[src/rtl/fpc_pkg.sv]
package fpc_pkg;
  typedef enum logic {FMT_STBUS = 1'b0, FMT_GCI = 1'b1} fp_fmt_e;

  // Level that marks a pulse in the given input format.
  function automatic logic active_level(input fp_fmt_e f);
    return (f == FMT_GCI);
  endfunction

  // Channel the counters jump to when a pulse of format f is seen.
  function automatic int unsigned preset_chan(input fp_fmt_e f, input int unsigned offset);
    return (f == FMT_GCI) ? offset : 0;
  endfunction
endpackage

[src/rtl/fpc_fmt_detect.sv]
module fpc_fmt_detect
  import fpc_pkg::*;
#(
  parameter int IDLE_RUN = 5
) (
  input  logic    clk,
  input  logic    rst_n,
  input  logic    fp_i,
  output fp_fmt_e fmt_o,
  output logic    start_o
);
  localparam int RUN_W = $clog2(IDLE_RUN + 1);

  logic             fp_prev;
  logic [RUN_W-1:0] run_q, run_n;
  logic             long_run;

  always_comb begin
    if (fp_i != fp_prev)           run_n = RUN_W'(1);
    else if (run_q < RUN_W'(IDLE_RUN)) run_n = run_q + RUN_W'(1);
    else                           run_n = run_q;
  end

  assign long_run = (run_n >= RUN_W'(IDLE_RUN));
  assign start_o  = (fp_i == active_level(fmt_o)) && (fp_prev != active_level(fmt_o));

  always_ff @(posedge clk or negedge rst_n) begin
    if (!rst_n) begin
      fp_prev <= 1'b1;
      run_q   <= '0;
      fmt_o   <= FMT_STBUS;
    end else begin
      fp_prev <= fp_i;
      run_q   <= run_n;
      if (long_run) fmt_o <= fp_i ? FMT_STBUS : FMT_GCI;
    end
  end

  // a switch to GCI follows a low sample, a switch to ST-BUS a high one
  a_r3_gci_after_low: assert property (@(posedge clk) disable iff (!rst_n)
    (fmt_o == FMT_GCI && $past(fmt_o) == FMT_STBUS) |-> !$past(fp_i));
  a_r3_stbus_after_high: assert property (@(posedge clk) disable iff (!rst_n)
    (fmt_o == FMT_STBUS && $past(fmt_o) == FMT_GCI) |-> $past(fp_i));
endmodule

[src/rtl/fpc_slot_counter.sv]
module fpc_slot_counter
  import fpc_pkg::*;
#(
  parameter int CH_W   = 5,
  parameter int BIT_W  = 3,
  parameter int OFFSET = 5
) (
  input  logic             clk,
  input  logic             rst_n,
  input  logic             load_i,
  input  fp_fmt_e          fmt_i,
  output logic [CH_W-1:0]  chan_o,
  output logic [BIT_W-1:0] bit_o,
  output logic             phase_o
);
  localparam int POS_W = CH_W + BIT_W + 1;

  logic [POS_W-1:0] pos_q;
  logic [CH_W-1:0]  preset;

  assign preset = CH_W'(preset_chan(fmt_i, OFFSET));

  always_ff @(posedge clk or negedge rst_n) begin
    if (!rst_n)      pos_q <= '0;
    else if (load_i) pos_q <= {preset, {(BIT_W+1){1'b0}}};
    else             pos_q <= pos_q + POS_W'(1);
  end

  assign chan_o  = pos_q[POS_W-1 -: CH_W];
  assign bit_o   = pos_q[BIT_W:1];
  assign phase_o = pos_q[0];

  // free-running advance by one position per clock
  a_r2_advance: assert property (@(posedge clk) disable iff (!rst_n)
    !load_i |=> {chan_o, bit_o, phase_o} == POS_W'($past({chan_o, bit_o, phase_o}) + POS_W'(1)));
  // last clock of the frame wraps to the first
  a_r4_wrap: assert property (@(posedge clk) disable iff (!rst_n)
    (!load_i && chan_o == '1 && bit_o == '1 && phase_o) |=> (chan_o == '0 && bit_o == '0 && !phase_o));
  // a load lands on the preset channel at bit 0, phase 0
  a_r5_load: assert property (@(posedge clk) disable iff (!rst_n)
    load_i |=> (chan_o == $past(preset) && bit_o == '0 && !phase_o));
endmodule

[src/rtl/fpc_pulse_gen.sv]
module fpc_pulse_gen
  import fpc_pkg::*;
#(
  parameter int CH_W   = 5,
  parameter int BIT_W  = 3,
  parameter int OFFSET = 5
) (
  input  logic             clk,
  input  logic             rst_n,
  input  fp_fmt_e          fmt_i,
  input  logic [CH_W-1:0]  chan_i,
  input  logic [BIT_W-1:0] bit_i,
  input  logic             phase_i,
  output logic             fp_o
);
  logic at_gci_slot, at_frame_end;

  assign at_gci_slot  = (chan_i == CH_W'(OFFSET)) && (bit_i == '0) && !phase_i;
  assign at_frame_end = (chan_i == '1) && (bit_i == '1) && phase_i;

  // ST-BUS input -> GCI output (idle low); GCI input -> ST-BUS output (idle high)
  assign fp_o = (fmt_i == FMT_STBUS) ? at_gci_slot : !at_frame_end;

  // GCI-style output pulse lasts a single clock
  a_r6_one_clock: assert property (@(posedge clk) disable iff (!rst_n)
    (fmt_i == FMT_STBUS && fp_o) |=> (!fp_o || fmt_i != FMT_STBUS));
  // ST-BUS-style output pulse lasts a single clock
  a_r7_one_clock: assert property (@(posedge clk) disable iff (!rst_n)
    (fmt_i == FMT_GCI && !fp_o) |=> (fp_o || fmt_i != FMT_GCI));
endmodule

[src/rtl/fp_converter.sv]
module fp_converter
  import fpc_pkg::*;
#(
  parameter int CH_W     = 5,
  parameter int BIT_W    = 3,
  parameter int OFFSET   = 5,
  parameter int IDLE_RUN = 5
) (
  input  logic             clk,
  input  logic             rst_n,
  input  logic             fp_in,
  output logic [CH_W-1:0]  chan_o,
  output logic [BIT_W-1:0] bit_o,
  output logic             phase_o,
  output logic             fmt_gci_o,
  output logic             fp_out
);
  fp_fmt_e fmt;
  logic    start;

  fpc_fmt_detect #(.IDLE_RUN(IDLE_RUN)) u_detect (
    .clk(clk), .rst_n(rst_n), .fp_i(fp_in), .fmt_o(fmt), .start_o(start)
  );

  fpc_slot_counter #(.CH_W(CH_W), .BIT_W(BIT_W), .OFFSET(OFFSET)) u_count (
    .clk(clk), .rst_n(rst_n), .load_i(start), .fmt_i(fmt),
    .chan_o(chan_o), .bit_o(bit_o), .phase_o(phase_o)
  );

  fpc_pulse_gen #(.CH_W(CH_W), .BIT_W(BIT_W), .OFFSET(OFFSET)) u_pulse (
    .clk(clk), .rst_n(rst_n), .fmt_i(fmt),
    .chan_i(chan_o), .bit_i(bit_o), .phase_i(phase_o), .fp_o(fp_out)
  );

  assign fmt_gci_o = (fmt == FMT_GCI);

  // outputs sit at their reset values while reset is held
  a_r1_reset: assert property (@(posedge clk)
    !rst_n |-> (chan_o == '0 && bit_o == '0 && !phase_o && !fmt_gci_o && !fp_out));
endmodule

[config.mk]
export PLATFORM = sky130hd
export DESIGN_NAME = fp_converter
export DESIGN_NICKNAME = d
export VERILOG_FILES = /design/src/rtl/fpc_pkg.sv /design/src/rtl/fpc_fmt_detect.sv /design/src/rtl/fpc_slot_counter.sv /design/src/rtl/fpc_pulse_gen.sv /design/src/rtl/fp_converter.sv
export SDC_FILE = /design/constraint.sdc
export NUM_CORES = 1
export LEC_CHECK = 0
export CORE_MARGIN = 2
export CORE_UTILIZATION = 40
export CTS_CLUSTER_SIZE = 30
export DETAILED_ROUTE_END_ITERATION = 16
export SYNTH_ARGS = -nofsm -noshare
export SYNTH_HDL_FRONTEND = slang
export SYNTH_SLANG_ARGS = --single-unit
[constraint.sdc]
create_clock -name clk -period 2.1 [get_ports clk]
set_input_delay 0.21 -clock clk [delete_from_list [all_inputs] [get_ports clk]]
set_output_delay 0.21 -clock clk [all_outputs]
set_load 0.02 [all_outputs]
==> impl_metrics.json, run 1 <==
{
  "vias": 560,
  "n_antenna_cell": 0,
  "yosysUniqueCellTypes": 28,
  "row_count": 15,
  "clkSinkCount": 14,
  "path_max_fanout": 5,
  "regToRegStartpoint": "u_detect.fp_prev",
  "core_um2": 1710,
  "synth_top_family_by_area": "simple AND/OR/NAND/NOR gates",
  "drc_errors": 0,
  "crit_type": "reg -> out",
  "antenna_found_initial": 0,
  "pwr-share-clk": 0.163,
  "hold_violations": 0,
  "netlist_instances": 70,
  "use_met3": 0.0235,
  "cp.buffers_inverters": 1,
  "cp_cell_sequence": "nor4_1 -> a41oi_1 -> a21oi_1 -> dlygate4sd2_1",
  "ioPinCount": 14,
  "synth_compound_area_frac": 0.101,
  "multi_input_area_um2": 357,
  "post_cts_buffers": 0,
  "overflow": 0,
  "grtUsageTotal": 0.175,
  "regArea_um2": 352,
  "cts_buffer_depth": 2,
  "globalplace.congestion": 0.726,
  "worst_slew_pin_slew_ns": 0.634,
  "insertion_delay_ns": 0.28,
  "drt_wl_total_mm": 1.40,
  "avgRoutedWirePerCell_um": 12.5,
  "crit_start": "u_count.pos_q[1]",
  "cap_violations": 0,
  "synth_top_cell_by_area": "dfrtp_1",
  "crit_cells": 4,
  "grt_pass1_wl_mm": 2.55,
  "grt_max_degree": 15,
  "relSlewSlack": 0.576,
  "viasPerCell": 5.00,
  "final.setup_skew_ns": 0.00310,
  "instances_no_fill": 112,
  "cts_tree": "done",
  "placed_cells": 108,
  "die_h_um": 46.4,
  "seqPwrFrac": 0.402,
  "grt_pass1_vias": 548,
  "nFillCells": 159,
  "synth_area_per_cell_um2": 10.3,
  "die_w_um": 46.4,
  "global_route.usage.met2": 0.261,
  "path_delay_family": "flip-flops",
  "power_mw": 1.18,
  "numCtsBuffers": 3,
  "synth_nets": 75,
  "status": "complete, no violations",
  "internal_power_mw": 0.715,
  "yosys.area_share.xor_xnor": 0.0730,
  "dieArea_um2": 2150,
  "final_cell_mix": "dfrtp_1, clkdlybuf4s50_1, nor2_1",
  "drv_slew": 0,
  "fmax_ghz": 0.549,
  "ant_nets": 0,
  "grt_util_met1": 0.240,
  "fin_nets": 93,
  "switching_share": 0.394,
  "r2r.worst_path.cells": 4,
  "crit_path_end": "fp_out",
  "reg2reg_setup_slack_ns": 0.60,
  "top_usage_layer": "met2",
  "synthAdderAreaFrac": 0.0348,
  "startpoint_type": "flop",
  "required_ns": 1.89,
  "worstSetupEndpointType": "primary output",
  "tns_ns": 0,
  "first_iter_violations": 17,
  "yosys_warnings": 0,
  "synth_top_cell_area_share": 0.452,
  "port_buffers": 13,
  "layout_min_cycle_time_ns": 1.82,
  "fin_crit_sh": 0.868,
  "synthSimpleGateAreaFrac": 0.247,
  "hold_slack_ns": 0.318,
  "max_stage_delay_ns": 0.43,
  "arrival_ns": 1.61,
  "layout_commonest_cell": "dfrtp_1",
  "p_leak_nw": 0.389,
  "pwr_density_cell_nw_per_um2": 1290,
  "rsz0062_at_grt": "no",
  "area_delta_synth_final_pct": 27.3,
  "crit_slowest_cell": "dfrtp_1",
  "initial_utilization": 0.421,
  "ctsHtreeMaxLevel": 1,
  "hp-class": "in -> async",
  "clkTransAtPathRegs_ns": 0.09,
  "firstDrtPassIters": 4,
  "drive_above_1_share": 0.103,
  "yosysSeqAreaShare": 0.489,
  "syn-cell-area_um2": 719,
  "max-vdd-ir-drop_uv": 641,
  "setup_viol": 0,
  "pwr-share-comb": 0.434,
  "synth_seq_cells": 14,
  "p_sw_mw": 0.466,
  "r2r-end": "u_detect.fmt_o",
  "dpl.hpwl_mm": 1.04,
  "post-route-util": 0.536,
  "cts_root_buf": "clkbuf_4",
  "synthMuxAreaShare": 0.0400,
  "ys_top_cells_by_area": "dfrtp_1, xor2_1, nor2_1, dfstp_2, ha_1"
}
==> through the flow <==
stage          setup WS (ns)  area (um2)
4_1_cts                0.257         916
2_1_floorplan          0.641         719
6_report               0.278         916
3_5_place_dp           0.299         881
3_3_place_gp           0.356         881
5_1_grt                0.138         916
==> power by group through the flow <==
stage	sequential [mW]	clock, mW	combinational (mW)
after global placement	0.473	0	0.518
after CTS	0.475	0.204	0.517
after global routing	0.496	0.211	0.579
final	0.475	0.193	0.512
after detailed placement	0.481	0	0.523
after floorplan	0.524	0	0.268
==> timing repair <==
action / 4_1_cts / 5_1_grt
setup endpoints to repair: 1 / 0
resized for setup: 1 / 0
hold buffers: 0 / 0
==> synth_stat cells <==
cell type  count
dfrtp_1       13
nor2_1         8
nand2_1        5
xor2_1         5
a21oi_1        4
o21ai_0        4
inv_1          3
nor3_1         3
ha_1           2
nand2b_1       2
nand3_1        2
nand4_1        2
or2b_1         2
a21boi_0       1
a41oi_1        1
and2b_1        1
and4_1         1
and4bb_1       1
dfstp_2        1
mux2_4         1
mux2i_2        1
nor2b_1        1
nor3_4         1
nor4_1         1
o21a_1         1
o21ai_2        1
or3_1          1
xnor2_1        1
==> cell type report <==
| cell class | instances | share of cell area |
|---|---|---|
| repair buffers | 13 | 0.141 |
| multi-input cells | 53 | 0.389 |
| flip-flops and latches | 14 | 0.384 |
| well taps | 25 | 0.0342 |
| inverters | 3 | 0.0123 |
| clock buffers | 4 | 0.0396 |
==> how the worst min path moves through the flow <==
| stage | from | endpoint | slack, ns | cells after the start |
|---|---|---|---|---|
| final | rst_n | u_count.pos_q[6] | 0.32 | 1 |
| after global routing | rst_n | u_count.pos_q[6] | 0.38 | 1 |
| after CTS | rst_n | u_count.pos_q[6] | 0.34 | 1 |
| after detailed placement | u_count.pos_q[0] | u_count.pos_q[0] | 0.55 | 1 |
| after global placement | u_count.pos_q[0] | u_count.pos_q[0] | 0.53 | 1 |
| after floorplan | rst_n | u_count.pos_q[0] | -0.09 | 0 |
==> per-layer routing <==
metal	vias to the layer above	share of wire
met2	8	0.47
met4	0	0.0086
met5	-	0
li1	284	-
met1	266	0.49
met3	2	0.029
==> sequential cells by signal (all words and copies together), names as in the netlist <==
signal / flops
u_count.pos_q: 9
u_detect.run_q: 3
u_detect.fmt_o: 1
u_detect.fp_prev: 1
==> logic make-up after synthesis <==
logic type / count (synthesis)
and+or+nand+nor: 31
DFF: 14
AOI/OAI and AO/OA: 12
xor gates and xnor gates: 6
buffers and inverters: 3
muxes: 2
adders and majority gates: 2
(Power assumes the default switching activity.)
==> run 2, diff against run 1 <==
--- a/config.mk
+++ b/config.mk
@@ -9,6 +9,7 @@
 export CORE_UTILIZATION = 40
 export CTS_CLUSTER_SIZE = 30
 export DETAILED_ROUTE_END_ITERATION = 16
+export SETUP_SLACK_MARGIN = 0.5
 export SYNTH_ARGS = -nofsm -noshare
 export SYNTH_HDL_FRONTEND = slang
 export SYNTH_SLANG_ARGS = --single-unit
==> impl_metrics.json, run 2 (synthesized netlist as in run 1, its figures left out) <==
{
  "antenna_found_initial": 0,
  "hp-class": "in -> async",
  "pwr_density_cell_nw_per_um2": 1250,
  "drv_slew": 0,
  "global_route.usage.met2": 0.258,
  "rsz0062_at_grt": "yes",
  "post-route-util": 0.560,
  "final_area_um2": 956,
  "ant_nets": 0,
  "area_delta_synth_final_pct": 32.9,
  "setup_viol": 0,
  "drive_above_1_share": 0.169,
  "grt_util_met1": 0.240,
  "first_iter_violations": 14,
  "ctsHtreeMaxLevel": 1,
  "regToRegStartpoint": "u_detect.fp_prev",
  "viasPerCell": 4.94,
  "overflow": 0,
  "dpl.hpwl_mm": 1.04,
  "p_leak_nw": 0.482,
  "numCtsBuffers": 3,
  "regArea_um2": 352,
  "vias": 563,
  "insertion_delay_ns": 0.28,
  "path_max_fanout": 3,
  "worst_slew_pin_slew_ns": 0.644,
  "cts_root_buf": "clkbuf_4",
  "initial_utilization": 0.421,
  "hold_violations": 0,
  "r2r-end": "u_detect.fmt_o",
  "layout_min_cycle_time_ns": 1.60,
  "multi_input_area_um2": 373,
  "grt_pass1_vias": 562,
  "status": "complete, no violations",
  "r2r.worst_path.cells": 4,
  "nFillCells": 155,
  "row_count": 15,
  "die_w_um": 46.4,
  "n_antenna_cell": 0,
  "avgRoutedWirePerCell_um": 12.5,
  "cts_tree": "done",
  "die_h_um": 46.4,
  "grt_max_degree": 15,
  "core_um2": 1710,
  "worstSetupEndpointType": "primary output",
  "dpl-instance-area_um2": 881,
  "final.setup_skew_ns": 0.00337,
  "clkSinkCount": 14,
  "reg.largest.list": "u_count.pos_q x9, u_detect.run_q x3",
  "drt_wl_total_mm": 1.43,
  "fin_crit_sh": 0.763,
  "grtUsageTotal": 0.174,
  "cap_violations": 0,
  "relSlewSlack": 0.569,
  "cts_buffer_depth": 2,
  "largest_register_ffs": 9,
  "fin_nets": 95,
  "layout_commonest_cell": "dfrtp_1",
  "hold_buffers": 0,
  "clkTransAtPathRegs_ns": 0.09,
  "use_met3": 0.0235,
  "dieArea_um2": 2150,
  "required_ns": 1.89,
  "crit_type": "reg -> out",
  "drc_errors": 0,
  "tns_ns": 0,
  "fmax_ghz": 0.624,
  "firstDrtPassIters": 4,
  "grt_pass1_wl_mm": 2.56,
  "final_cell_mix": "dfrtp_1, nor2_1",
  "top_usage_layer": "met2",
  "port_buffers": 13,
  "ioPinCount": 14,
  "max-vdd-ir-drop_uv": 624,
  "largest_register": "u_count.pos_q",
  "globalplace.congestion": 0.726,
  "startpoint_type": "flop",
  "arrival_ns": 1.39,
  "reg2reg_setup_slack_ns": 0.60
}
-- run 2: cell count changes in the layout (fill, tap and decap cells not counted) --
cell	delta
dlygate4sd2_1	+1
buf_4	+3
nor3_1	-1
nand3_2	+1
clkdlybuf4s50_1	-7
nor3_2	+1
dlymetal6s2s_1	+5
nand3_1	-1
nor4_1	-1
nor4_2	+1
-- run 2: worst max-delay path: stages, from the launching register on --
cell and delay [ns]:
dfrtp_1 0.41, nor4_2 0.27, a41oi_1 0.14, a21oi_1 0.14, buf_4 0.15
-- run 2: area by class of cell --
| class | instances | share of cell area |
|---|---|---|
| repair buffers | 15 | 0.160 |
| clock buffers | 4 | 0.0380 |
| multi-input cells | 53 | 0.390 |
| inverters | 3 | 0.0118 |
| flip-flops and latches | 14 | 0.368 |
| well taps | 25 | 0.0327 |
-- run 2: how the worst max path moves through the flow --
| stage | start | to | slack, ns | cells after the start |
|---|---|---|---|---|
| finish | u_count.pos_q[7] | fp_out | 0.50 | 4 |
| global route | u_count.pos_q[7] | fp_out | 0.42 | 4 |
| CTS | u_count.pos_q[1] | fp_out | 0.47 | 4 |
| detailed placement | u_count.pos_q[1] | fp_out | 0.30 | 4 |
| global placement | u_count.pos_q[7] | fp_out | 0.36 | 4 |
| floorplan | u_count.pos_q[7] | fp_out | 0.64 | 3 |
-- run 2: per-stage QoR --
stage               std cells  power (mW)  hold WS, ns  worst slack (ns)
detailed placement        108        1.00        0.554             0.299
finish                    114        1.19        0.320             0.497
floorplan                  70       0.792      -0.0856             0.641
global placement          108       0.991        0.530             0.356
global route              114        1.29        0.376             0.418
CTS                       114        1.21        0.338             0.470
-- run 2: per-layer routing --
layer,wire (um),up-vias
met5,0,-
met4,12,0
met3,46,2
met2,683,8
met1,684,266
li1,-,287
-- run 2: repair_timing --
item,4_1_cts,5_1_grt
resized for setup,8,7
setup endpoints to repair,3,9
cloned,0,0
setup buffers,2,0
-- run 2: power breakdown --
part | switching (mW) | internal (mW)
Combinational | 0.266 | 0.256
Clock | 0.0896 | 0.105
Sequential | 0.123 | 0.354
Total | 0.478 | 0.715
